===== config.mk =====
export PLATFORM = sky130hd
export DESIGN_NAME = vps_biphase_decoder
export DESIGN_NICKNAME = d
export VERILOG_FILES = /design/src/rtl/vpsd_pkg.sv /design/src/rtl/vpsd_symbol.sv /design/src/rtl/vpsd_tracker.sv /design/src/rtl/vpsd_assembler.sv /design/src/rtl/vps_biphase_decoder.sv
export SDC_FILE = /design/constraint.sdc
export NUM_CORES = 1
export LEC_CHECK = 0
export BUFFER_PORTS_ARGS = -buffer_cell sky130_fd_sc_hd__buf_4
export CAP_MARGIN = 0
export CORE_ASPECT_RATIO = 1.5
export CORE_MARGIN = 4
export CORE_UTILIZATION = 38
export DETAILED_ROUTE_END_ITERATION = 10
export PLACE_DENSITY = 0.6
export SLEW_MARGIN = 20
export SYNTH_ARGS = -nofsm -noshare
export SYNTH_HDL_FRONTEND = slang
export SYNTH_SLANG_ARGS = --single-unit

===== constraint.sdc =====
create_clock -name clk -period 1.3 [get_ports clk]
set_input_delay 0.26 -clock clk [delete_from_list [all_inputs] [get_ports clk]]
set_output_delay 0.26 -clock clk [all_outputs]
set_load 0.005 [all_outputs]

===== src/rtl/vpsd_pkg.sv =====
package vpsd_pkg;

    localparam int VPSD_NIB_W     = 4;
    localparam int VPSD_OUT_BYTES = 13;

    typedef enum logic {
        PH_HIGH = 1'b0,
        PH_LOW  = 1'b1
    } half_e;

    typedef struct packed {
        half_e half;
        logic  last;
    } slot_t;

    function automatic logic pair_bad(input logic [1:0] p);
        return p[1] == p[0];
    endfunction

    function automatic logic pair_bit(input logic [1:0] p);
        return p[1];
    endfunction

endpackage


===== src/rtl/vpsd_symbol.sv =====
module vpsd_symbol
    import vpsd_pkg::*;
#(
    parameter int NIB_W = VPSD_NIB_W,
    localparam int RAW_W = 2 * NIB_W
) (
    input  logic [RAW_W-1:0] raw_i,
    output logic [NIB_W-1:0] nib_o,
    output logic             bad_o
);

    logic [NIB_W-1:0] bad_vec;

    for (genvar g = 0; g < NIB_W; g++) begin : g_pair
        assign nib_o[g]   = pair_bit(raw_i[2*g+1 -: 2]);
        assign bad_vec[g] = pair_bad(raw_i[2*g+1 -: 2]);
    end

    assign bad_o = |bad_vec;

endmodule


===== src/rtl/vpsd_tracker.sv =====
module vpsd_tracker
    import vpsd_pkg::*;
#(
    parameter int RAW_BYTES = 2 * VPSD_OUT_BYTES,
    localparam int CNT_W = $clog2(RAW_BYTES)
) (
    input  logic             clk,
    input  logic             rst,
    input  logic             start_i,
    input  logic             valid_i,
    input  logic             sym_bad_i,
    output logic             take_o,
    output slot_t            slot_o,
    output logic [CNT_W-1:0] pos_o,
    output logic             rec_err_o
);

    localparam logic [CNT_W-1:0] LAST_POS = CNT_W'(RAW_BYTES - 1);

    logic             active_q;
    logic [CNT_W-1:0] cnt_q;
    logic             err_q;

    assign pos_o       = start_i ? '0 : cnt_q;
    assign take_o      = valid_i & (active_q | start_i);
    assign rec_err_o   = (start_i ? 1'b0 : err_q) | sym_bad_i;
    assign slot_o.half = pos_o[0] ? PH_LOW : PH_HIGH;
    assign slot_o.last = (pos_o == LAST_POS);

    always_ff @(posedge clk) begin
        if (rst) begin
            active_q <= 1'b0;
            cnt_q    <= '0;
            err_q    <= 1'b0;
        end else if (take_o) begin
            if (slot_o.last) begin
                active_q <= 1'b0;
                cnt_q    <= '0;
                err_q    <= 1'b0;
            end else begin
                active_q <= 1'b1;
                cnt_q    <= pos_o + CNT_W'(1);
                err_q    <= rec_err_o;
            end
        end else if (start_i) begin
            active_q <= 1'b1;
            cnt_q    <= '0;
            err_q    <= 1'b0;
        end
    end

    AST_CNT_IN_RANGE: assert property (@(posedge clk) disable iff (rst)
        cnt_q <= LAST_POS);

    AST_IDLE_CNT_ZERO: assert property (@(posedge clk) disable iff (rst)
        !active_q |-> cnt_q == '0);

    AST_ERR_STICKY: assert property (@(posedge clk) disable iff (rst)
        active_q && $past(active_q) && $past(err_q) && !$past(start_i) |-> err_q);

endmodule


===== src/rtl/vpsd_assembler.sv =====
module vpsd_assembler
    import vpsd_pkg::*;
#(
    parameter int NIB_W = VPSD_NIB_W,
    parameter int IDX_W = 4,
    localparam int OUT_W = 2 * NIB_W
) (
    input  logic             clk,
    input  logic             rst,
    input  logic             take_i,
    input  slot_t            slot_i,
    input  logic [IDX_W-1:0] idx_i,
    input  logic [NIB_W-1:0] nib_i,
    input  logic             rec_err_i,
    output logic             out_valid_o,
    output logic [OUT_W-1:0] out_byte_o,
    output logic [IDX_W-1:0] out_idx_o,
    output logic             done_o,
    output logic             error_o
);

    logic [NIB_W-1:0] hi_q;

    always_ff @(posedge clk) begin
        if (rst) begin
            hi_q        <= '0;
            out_valid_o <= 1'b0;
            out_byte_o  <= '0;
            out_idx_o   <= '0;
            done_o      <= 1'b0;
            error_o     <= 1'b0;
        end else begin
            out_valid_o <= 1'b0;
            done_o      <= 1'b0;
            if (take_i) begin
                if (slot_i.half == PH_HIGH) begin
                    hi_q <= nib_i;
                end else begin
                    out_byte_o  <= {hi_q, nib_i};
                    out_idx_o   <= idx_i;
                    out_valid_o <= 1'b1;
                end
                if (slot_i.last) begin
                    done_o  <= 1'b1;
                    error_o <= rec_err_i;
                end
            end
        end
    end

    AST_ERR_HELD: assert property (@(posedge clk) disable iff (rst)
        !done_o |-> $stable(error_o));

endmodule


===== src/rtl/vps_biphase_decoder.sv =====
module vps_biphase_decoder
    import vpsd_pkg::*;
#(
    parameter int NIB_W     = VPSD_NIB_W,
    parameter int OUT_BYTES = VPSD_OUT_BYTES,
    localparam int RAW_BYTES = 2 * OUT_BYTES,
    localparam int CNT_W     = $clog2(RAW_BYTES),
    localparam int IDX_W     = CNT_W - 1,
    localparam int BYTE_W    = 2 * NIB_W
) (
    input  logic              clk,
    input  logic              rst,
    input  logic              start_i,
    input  logic              in_valid_i,
    input  logic [BYTE_W-1:0] in_byte_i,
    output logic              out_valid_o,
    output logic [BYTE_W-1:0] out_byte_o,
    output logic [IDX_W-1:0]  out_idx_o,
    output logic              done_o,
    output logic              error_o
);

    logic             take;
    slot_t            slot;
    logic [CNT_W-1:0] pos;
    logic             rec_err;
    logic [NIB_W-1:0] nib;
    logic             sym_bad;

    vpsd_symbol #(.NIB_W(NIB_W)) u_symbol (
        .raw_i (in_byte_i),
        .nib_o (nib),
        .bad_o (sym_bad)
    );

    vpsd_tracker #(.RAW_BYTES(RAW_BYTES)) u_tracker (
        .clk       (clk),
        .rst       (rst),
        .start_i   (start_i),
        .valid_i   (in_valid_i),
        .sym_bad_i (sym_bad),
        .take_o    (take),
        .slot_o    (slot),
        .pos_o     (pos),
        .rec_err_o (rec_err)
    );

    vpsd_assembler #(.NIB_W(NIB_W), .IDX_W(IDX_W)) u_assembler (
        .clk         (clk),
        .rst         (rst),
        .take_i      (take),
        .slot_i      (slot),
        .idx_i       (pos[CNT_W-1:1]),
        .nib_i       (nib),
        .rec_err_i   (rec_err),
        .out_valid_o (out_valid_o),
        .out_byte_o  (out_byte_o),
        .out_idx_o   (out_idx_o),
        .done_o      (done_o),
        .error_o     (error_o)
    );

    AST_DONE_WITH_LAST: assert property (@(posedge clk) disable iff (rst)
        done_o |-> out_valid_o && out_idx_o == IDX_W'(OUT_BYTES - 1));

    AST_OUT_SPACED: assert property (@(posedge clk) disable iff (rst)
        out_valid_o |=> !out_valid_o);

    AST_OUT_NEEDS_INPUT: assert property (@(posedge clk) disable iff (rst)
        out_valid_o |-> $past(in_valid_i));

endmodule


==> metrics, run 1 <==
outcome=finished, final reports clean; leakage power=0.5585 nW; Top FF cell, synth=dfxtp_1; Cells after DPL=177; Worst-Margin Slew=211.4 ps; Total Routed Length=2102 um; Netlist cell types=23; fin crit period=1202 ps; CTS tree=built; via count=846; Critical Path Source Type=flop; Nets=159; Max-Cap Viols=0; Synth area leaders=dfxtp_1 (51%), nand2_1 (9.5%), a21oi_1 (7.8%); Worst-path clk slew=140 ps; fmax=831.8 MHz; Synth top cells by count=dfxtp_1 (26), nand2_1 (26), a21oi_1 (16); syn avg cell area=8.900 sq um; final setup violation count=0; Final Hold Viols=0; Max Root-Sink Buffers=2; Placer Congestion=0.8127; FP Rows=22; GRT Overall Usage=13.00%; Synth Warn #=0; met3 usage=2.495%; Post-Synthesis Cells=115; Synth Net Count=127; dominant cell type by area after synthesis=dfxtp_1; sequential fraction of the synthesis area=50.86%; Clock Root Buffer=clkbuf_4; Routed Antenna Nets=0; Initial Util=40.86%; ys async rst share=0%; Routed WL per cell=11.55 um; met2 Usage GRT=21.80%; Finished Cell Area=1325 sq um; Worst EP arrival=1480 ps; CP max FO=6; Crit Path Class=reg -> reg; M1 GR Usage=14.91%; largest net degree at the start of global routing=22; die area=3605 sq um; Crit-path slowest cell=dfxtp_4; Worst Setup End Kind=flop; WP buf/inv=0; Die Height=71.56 um; initial antenna violation count=0; Max VDD drop=718.4 uV; worst skew pair latency=320 ps; Slew Limit Fails=0; Yosys top cell area share=50.86%; crit-path leading delay family=simple AND/OR/NAND/NOR gates; relative slew slack=85.91%; Core Region=2505 sq um; area delta synth->final=29.46%; H-tree Lvls=1; Pwr Density=1019 nW/um^2; first drt pass iteration count=4; HP Class=in -> reg; final worst path period share=92.48%; ANT cells=0; post-DR vias/cell=4.648; CTS buffer count=3; GR peak layer=met2; synthesized cell area=1023 sq um; layout cells sized above 1=30.82%; Clock Sinks=26; Non-Filler Instances=182; synthesized flop and latch total=26; die width=50.38 um; Worst Path Required=1580 ps; Crit path largest cell delay=390 ps; crit path cell chain=and4b_2, nand4_4, a21oi_1, o21a_1; I/O Buffers=26; worst clock skew=4.868 ps; Post-DP HPWL=1536 um; vias in the first global route=824; residual DRC count=0; RSZ-0062 raised after global routing=false; total grt overflow=0; IO Count=27; DRC marker count from the first detailed-route iteration=17; dpl cell area=1272 sq um; Post-synth EDFFs=0; first-pass GRT wire length=3629 um
-- through the flow --
stage               utilization [%]  setup WS (ps)  hold slack, ps  power (mW)  setup TNS, ps
global placement              50.80          23.03           435.4      0.9573              0
detailed placement            50.80         -17.54           443.7      0.9584         -17.54
floorplan                         -          141.1           339.3      0.9007              0
CTS                           52.30          9.893           168.9       1.375              0
finish                        52.90          97.75           189.2       1.351              0
global route                  52.90          12.36           166.2       1.428              0
-- cells in the final DEF, fill, tap and decap left out, types with 2 or more instances in the layout --
| cell | synthesis | routed |
|---|---|---|
| buf_4 | 0 | 32 |
| nand2_1 | 26 | 25 |
| dfxtp_1 | 26 | 24 |
| a21oi_1 | 16 | 16 |
| nor2_1 | 10 | 10 |
| xor2_1 | 5 | 5 |
| nand3_1 | 4 | 4 |
| mux2i_1 | 4 | 4 |
| nand4_1 | 3 | 3 |
| clkbuf_4 | 0 | 3 |
| inv_1 | 2 | 2 |
| xnor2_1 | 2 | 2 |
| nor3_1 | 2 | 2 |
| nor2b_1 | 2 | 2 |
-- layer usage --
| metal | part of all wire, % | vias up |
|---|---|---|
| met3 | 5.7 | 2 |
| met1 | 42 | 384 |
| met2 | 52 | 17 |
| met4 | 1.1 | 0 |
| li1 | - | 443 |
| met5 | 0 | - |
-- cell families (layout without fill, tap and decap cells) --
group	Yosys count	after routing	synth area share (%)
compound gates	19	19	10.27
buf+inv	7	38	3.546
xor+xnor	7	7	5.990
mux	4	4	3.912
flops	26	26	50.86
simple gates	52	52	25.43
-- final cells by class --
class                      instances  area (sq um)
fill                             254          1180
sequential                        26         525.5
multi-input combinational         82         470.5
timing repair buffer              32         240.2
tap                               36         45.04
clock buffer                       4         36.28
inverter                           2         7.507
-- state kept, by name, indices dropped and copies added, names as in the netlist --
name	cells
u_assembler.done_o	1
u_assembler.out_byte_o	8
u_assembler.hi_q	4
u_tracker.err_q	1
u_tracker.cnt_q	5
u_assembler.out_idx_o	4
u_assembler.error_o	1
u_assembler.out_valid_o	1
u_tracker.active_q	1
-- worst paths after layout --
kind                                           from  slack, ps  cells past startpoint                                     end
min                                    in_byte_i[3]        190                      3  u_assembler.out_byte_o[1]$_SDFFE_PP0P_
min reg2reg  u_assembler.out_byte_o[2]$_SDFFE_PP0P_        460                      2  u_assembler.out_byte_o[2]$_SDFFE_PP0P_
max reg2reg         u_tracker.active_q$_SDFFE_PP0P_        100                      4        u_assembler.error_o$_SDFFE_PP0P_
max                 u_tracker.active_q$_SDFFE_PP0P_        100                      4        u_assembler.error_o$_SDFFE_PP0P_
-- report_power, final --
group,total [mW],internal (mW),leakage (nW),switching (mW)
combinational,0.121,0.0611,0.326,0.0601
sequential,0.824,0.813,0.212,0.0112
clock,0.405,0.171,0.0210,0.234
-- worst reg2reg max path: cells and delay by family (launching register included) --
kind,cells,cell delay [ps]
and+or+nand+nor,2,480
AOI/OAI and AO/OA,2,300
DFF,1,390
-- what timing repair did --
action                     4_1_cts  5_1_grt
gates resized for setup          1        4
pin swaps                        0        1
buffers inserted                 0        1
setup endpoints to repair        2       13
hold buffers                     0        0
Note: power is estimated with default switching activity, not from simulation.
==> inputs of run 2 (changes only) <==
- CORE_UTILIZATION: 38 -> 40
- PLACE_DENSITY: 0.6 -> 0.62
==> run 2 against run 1 <==
Net effect:
- final cell count shrank 6.6%
- first-iteration DRC count shrank 29%
- total power shrank 0.96%
- largest cell class unchanged
- count of clock-buffer cells in the layout is the same
- design area shrank 1.5%
- sequential power is essentially flat
- largest power group unchanged
- worst setup slack lost 5.0 ps
==> metrics, run 2 (same netlist as run 1, synthesis figures left out) <==
outcome=finished, final reports clean; postcts setup bufs=0 (unchanged); Clock Sinks=26 (unchanged); crit-path leading delay family=simple AND/OR/NAND/NOR gates; leakage power=0.5565 nW (-0.36%); GRT Overall Usage=13.44% (+0.44 points); H-tree Lvls=1 (unchanged); die width=49.30 um (-2.1%); layout cells sized above 1=30.14% (-0.68 points); Crit-path slowest cell=dfxtp_2; Total Routed Length=2176 um (+3.5%); dpl cell area=1265 sq um (-0.59%); Worst Path Required=1560 ps (-20 ps); Final Hold Viols=0 (unchanged); Post-DP HPWL=1651 um (+7.5%); worst clock skew=10.51 ps (+5.637 ps); CP max FO=5 (-1); via count=870 (+2.8%); top flop regs=u_assembler.out_byte_o x8, u_tracker.cnt_q x5; Max Root-Sink Buffers=2 (unchanged); first-pass GRT wire length=3677 um (+1.3%); initial antenna violation count=0 (unchanged); DRC marker count from the first detailed-route iteration=12 (-5); WP buf/inv=0 (unchanged); Crit path largest cell delay=380 ps (about the same); Max VDD drop=796.2 uV (+11%); total grt overflow=0 (unchanged); Initial Util=41.78% (+0.92 points); Placer Congestion=0.7912 (-2.6%); final setup violation count=0 (unchanged); first drt pass iteration count=4 (unchanged); Finished Cell Area=1305 sq um (-1.5%); residual DRC count=0 (unchanged); fin crit period=1207 ps (+5.029 ps); Die Height=69.95 um (-2.2%); Nets=159 (unchanged); FP Rows=22 (unchanged); Pwr Density=1025 nW/um^2 (+0.56%); Slew Limit Fails=0 (unchanged); fmax=828.3 MHz (-0.42%); largest net degree at the start of global routing=22 (unchanged); Max-Cap Viols=0 (unchanged); commonest non-fill, non-tap cell in the layout=buf_4; final worst path period share=92.87% (+0.39 points); relative slew slack=84.99% (-0.91 points); die area=3449 sq um (-4.3%); Biggest register=u_assembler.out_byte_o; Worst-Margin Slew=225.1 ps (+13.72 ps); Critical Path Source Type=flop; area delta synth->final=27.51%; reg-to-reg slack, setup=90 ps (about the same); cts repair resizes=0 (-1); post-DR vias/cell=5.118 (+10%); Crit Path Class=reg -> reg; Routed WL per cell=12.80 um (+11%); Fin Setup TNS=0 ps (unchanged); max reg flops=8 (unchanged); ANT cells=0 (unchanged); Worst EP arrival=1470 ps (about the same); HP Class=in -> reg; vias in the first global route=835 (+1.3%); IO Count=27 (unchanged); Final Power=1.338 mW (-0.96%); I/O Buffers=26 (unchanged); worst skew pair latency=310 ps (about the same); Worst Setup End Kind=flop; CTS buffer count=3 (unchanged); Core Region=2450 sq um (-2.2%); most frequent cells in the layout=buf_4 (32), nand2_1 (26), dfxtp_1 (24), a21oi_1 (16), nor2_1 (10); RSZ-0062 raised after global routing=false; CTS tree=built; Routed Antenna Nets=0 (unchanged); Worst-path clk slew=130 ps (about the same); crit path cell chain=and4b_2, nand2_1, or2_1, a21oi_2; Clock Root Buffer=clkbuf_4; Hold Buf Count CTS=0 (unchanged)
[run 2: cell counts in the layout (fill, tap and decap cells not counted)]
Identical to the previous run, type by type.
[run 2: path summary, 6_finish.rpt]
kind                                                             start                                     end  cells past startpoint
worst max-delay path                   u_tracker.active_q$_SDFFE_PP0P_           u_tracker.cnt_q[2]$_SDFF_PP0_                      4
worst min-delay path                                      in_byte_i[5]  u_assembler.out_byte_o[2]$_SDFFE_PP0P_                      3
worst max register to register         u_tracker.active_q$_SDFFE_PP0P_           u_tracker.cnt_q[2]$_SDFF_PP0_                      4
worst min register to register  u_assembler.out_byte_o[5]$_SDFFE_PP0P_  u_assembler.out_byte_o[5]$_SDFFE_PP0P_                      2
[run 2: cell type report]
class                      instances  area [sq um]
inverter                           2         7.507
tap                               24         30.03
multi-input combinational         82         467.9
timing repair buffer              32         240.2
sequential                        26         523.0
clock buffer                       4         36.28
fill                             222          1145
[run 2: per-layer routing]
layer  GRT usage [%]  vias to the layer above  routed length, um
li1                -                      445                  -
met5               0                        -                  0
met1           14.97                      394                860
met4           5.696                        0                 29
met2           23.88                       27               1157
met3           2.985                        4                128
[run 2: power breakdown]
part	switching, mW	internal (mW)
clock network	0.218	0.171
registers	0.0113	0.814
logic	0.0610	0.0626
total	0.290	1.05
[run 2: metrics by stage]
stage	setup WS [ps]	std cells	utilization [%]	hold WS, ps
floorplan	141.1	115	-	339.3
global placement	47.39	166	51.63	436.2
detailed placement	14.14	166	51.63	444.9
CTS	4.568	170	53.12	198.4
global route	24.44	170	53.27	194.4
finish	92.72	170	53.27	203.3
[run 2: worst min-delay path, stage by stage]
cell     delay [ps]
buf_4           120
nand2_1          50
a21oi_1          50
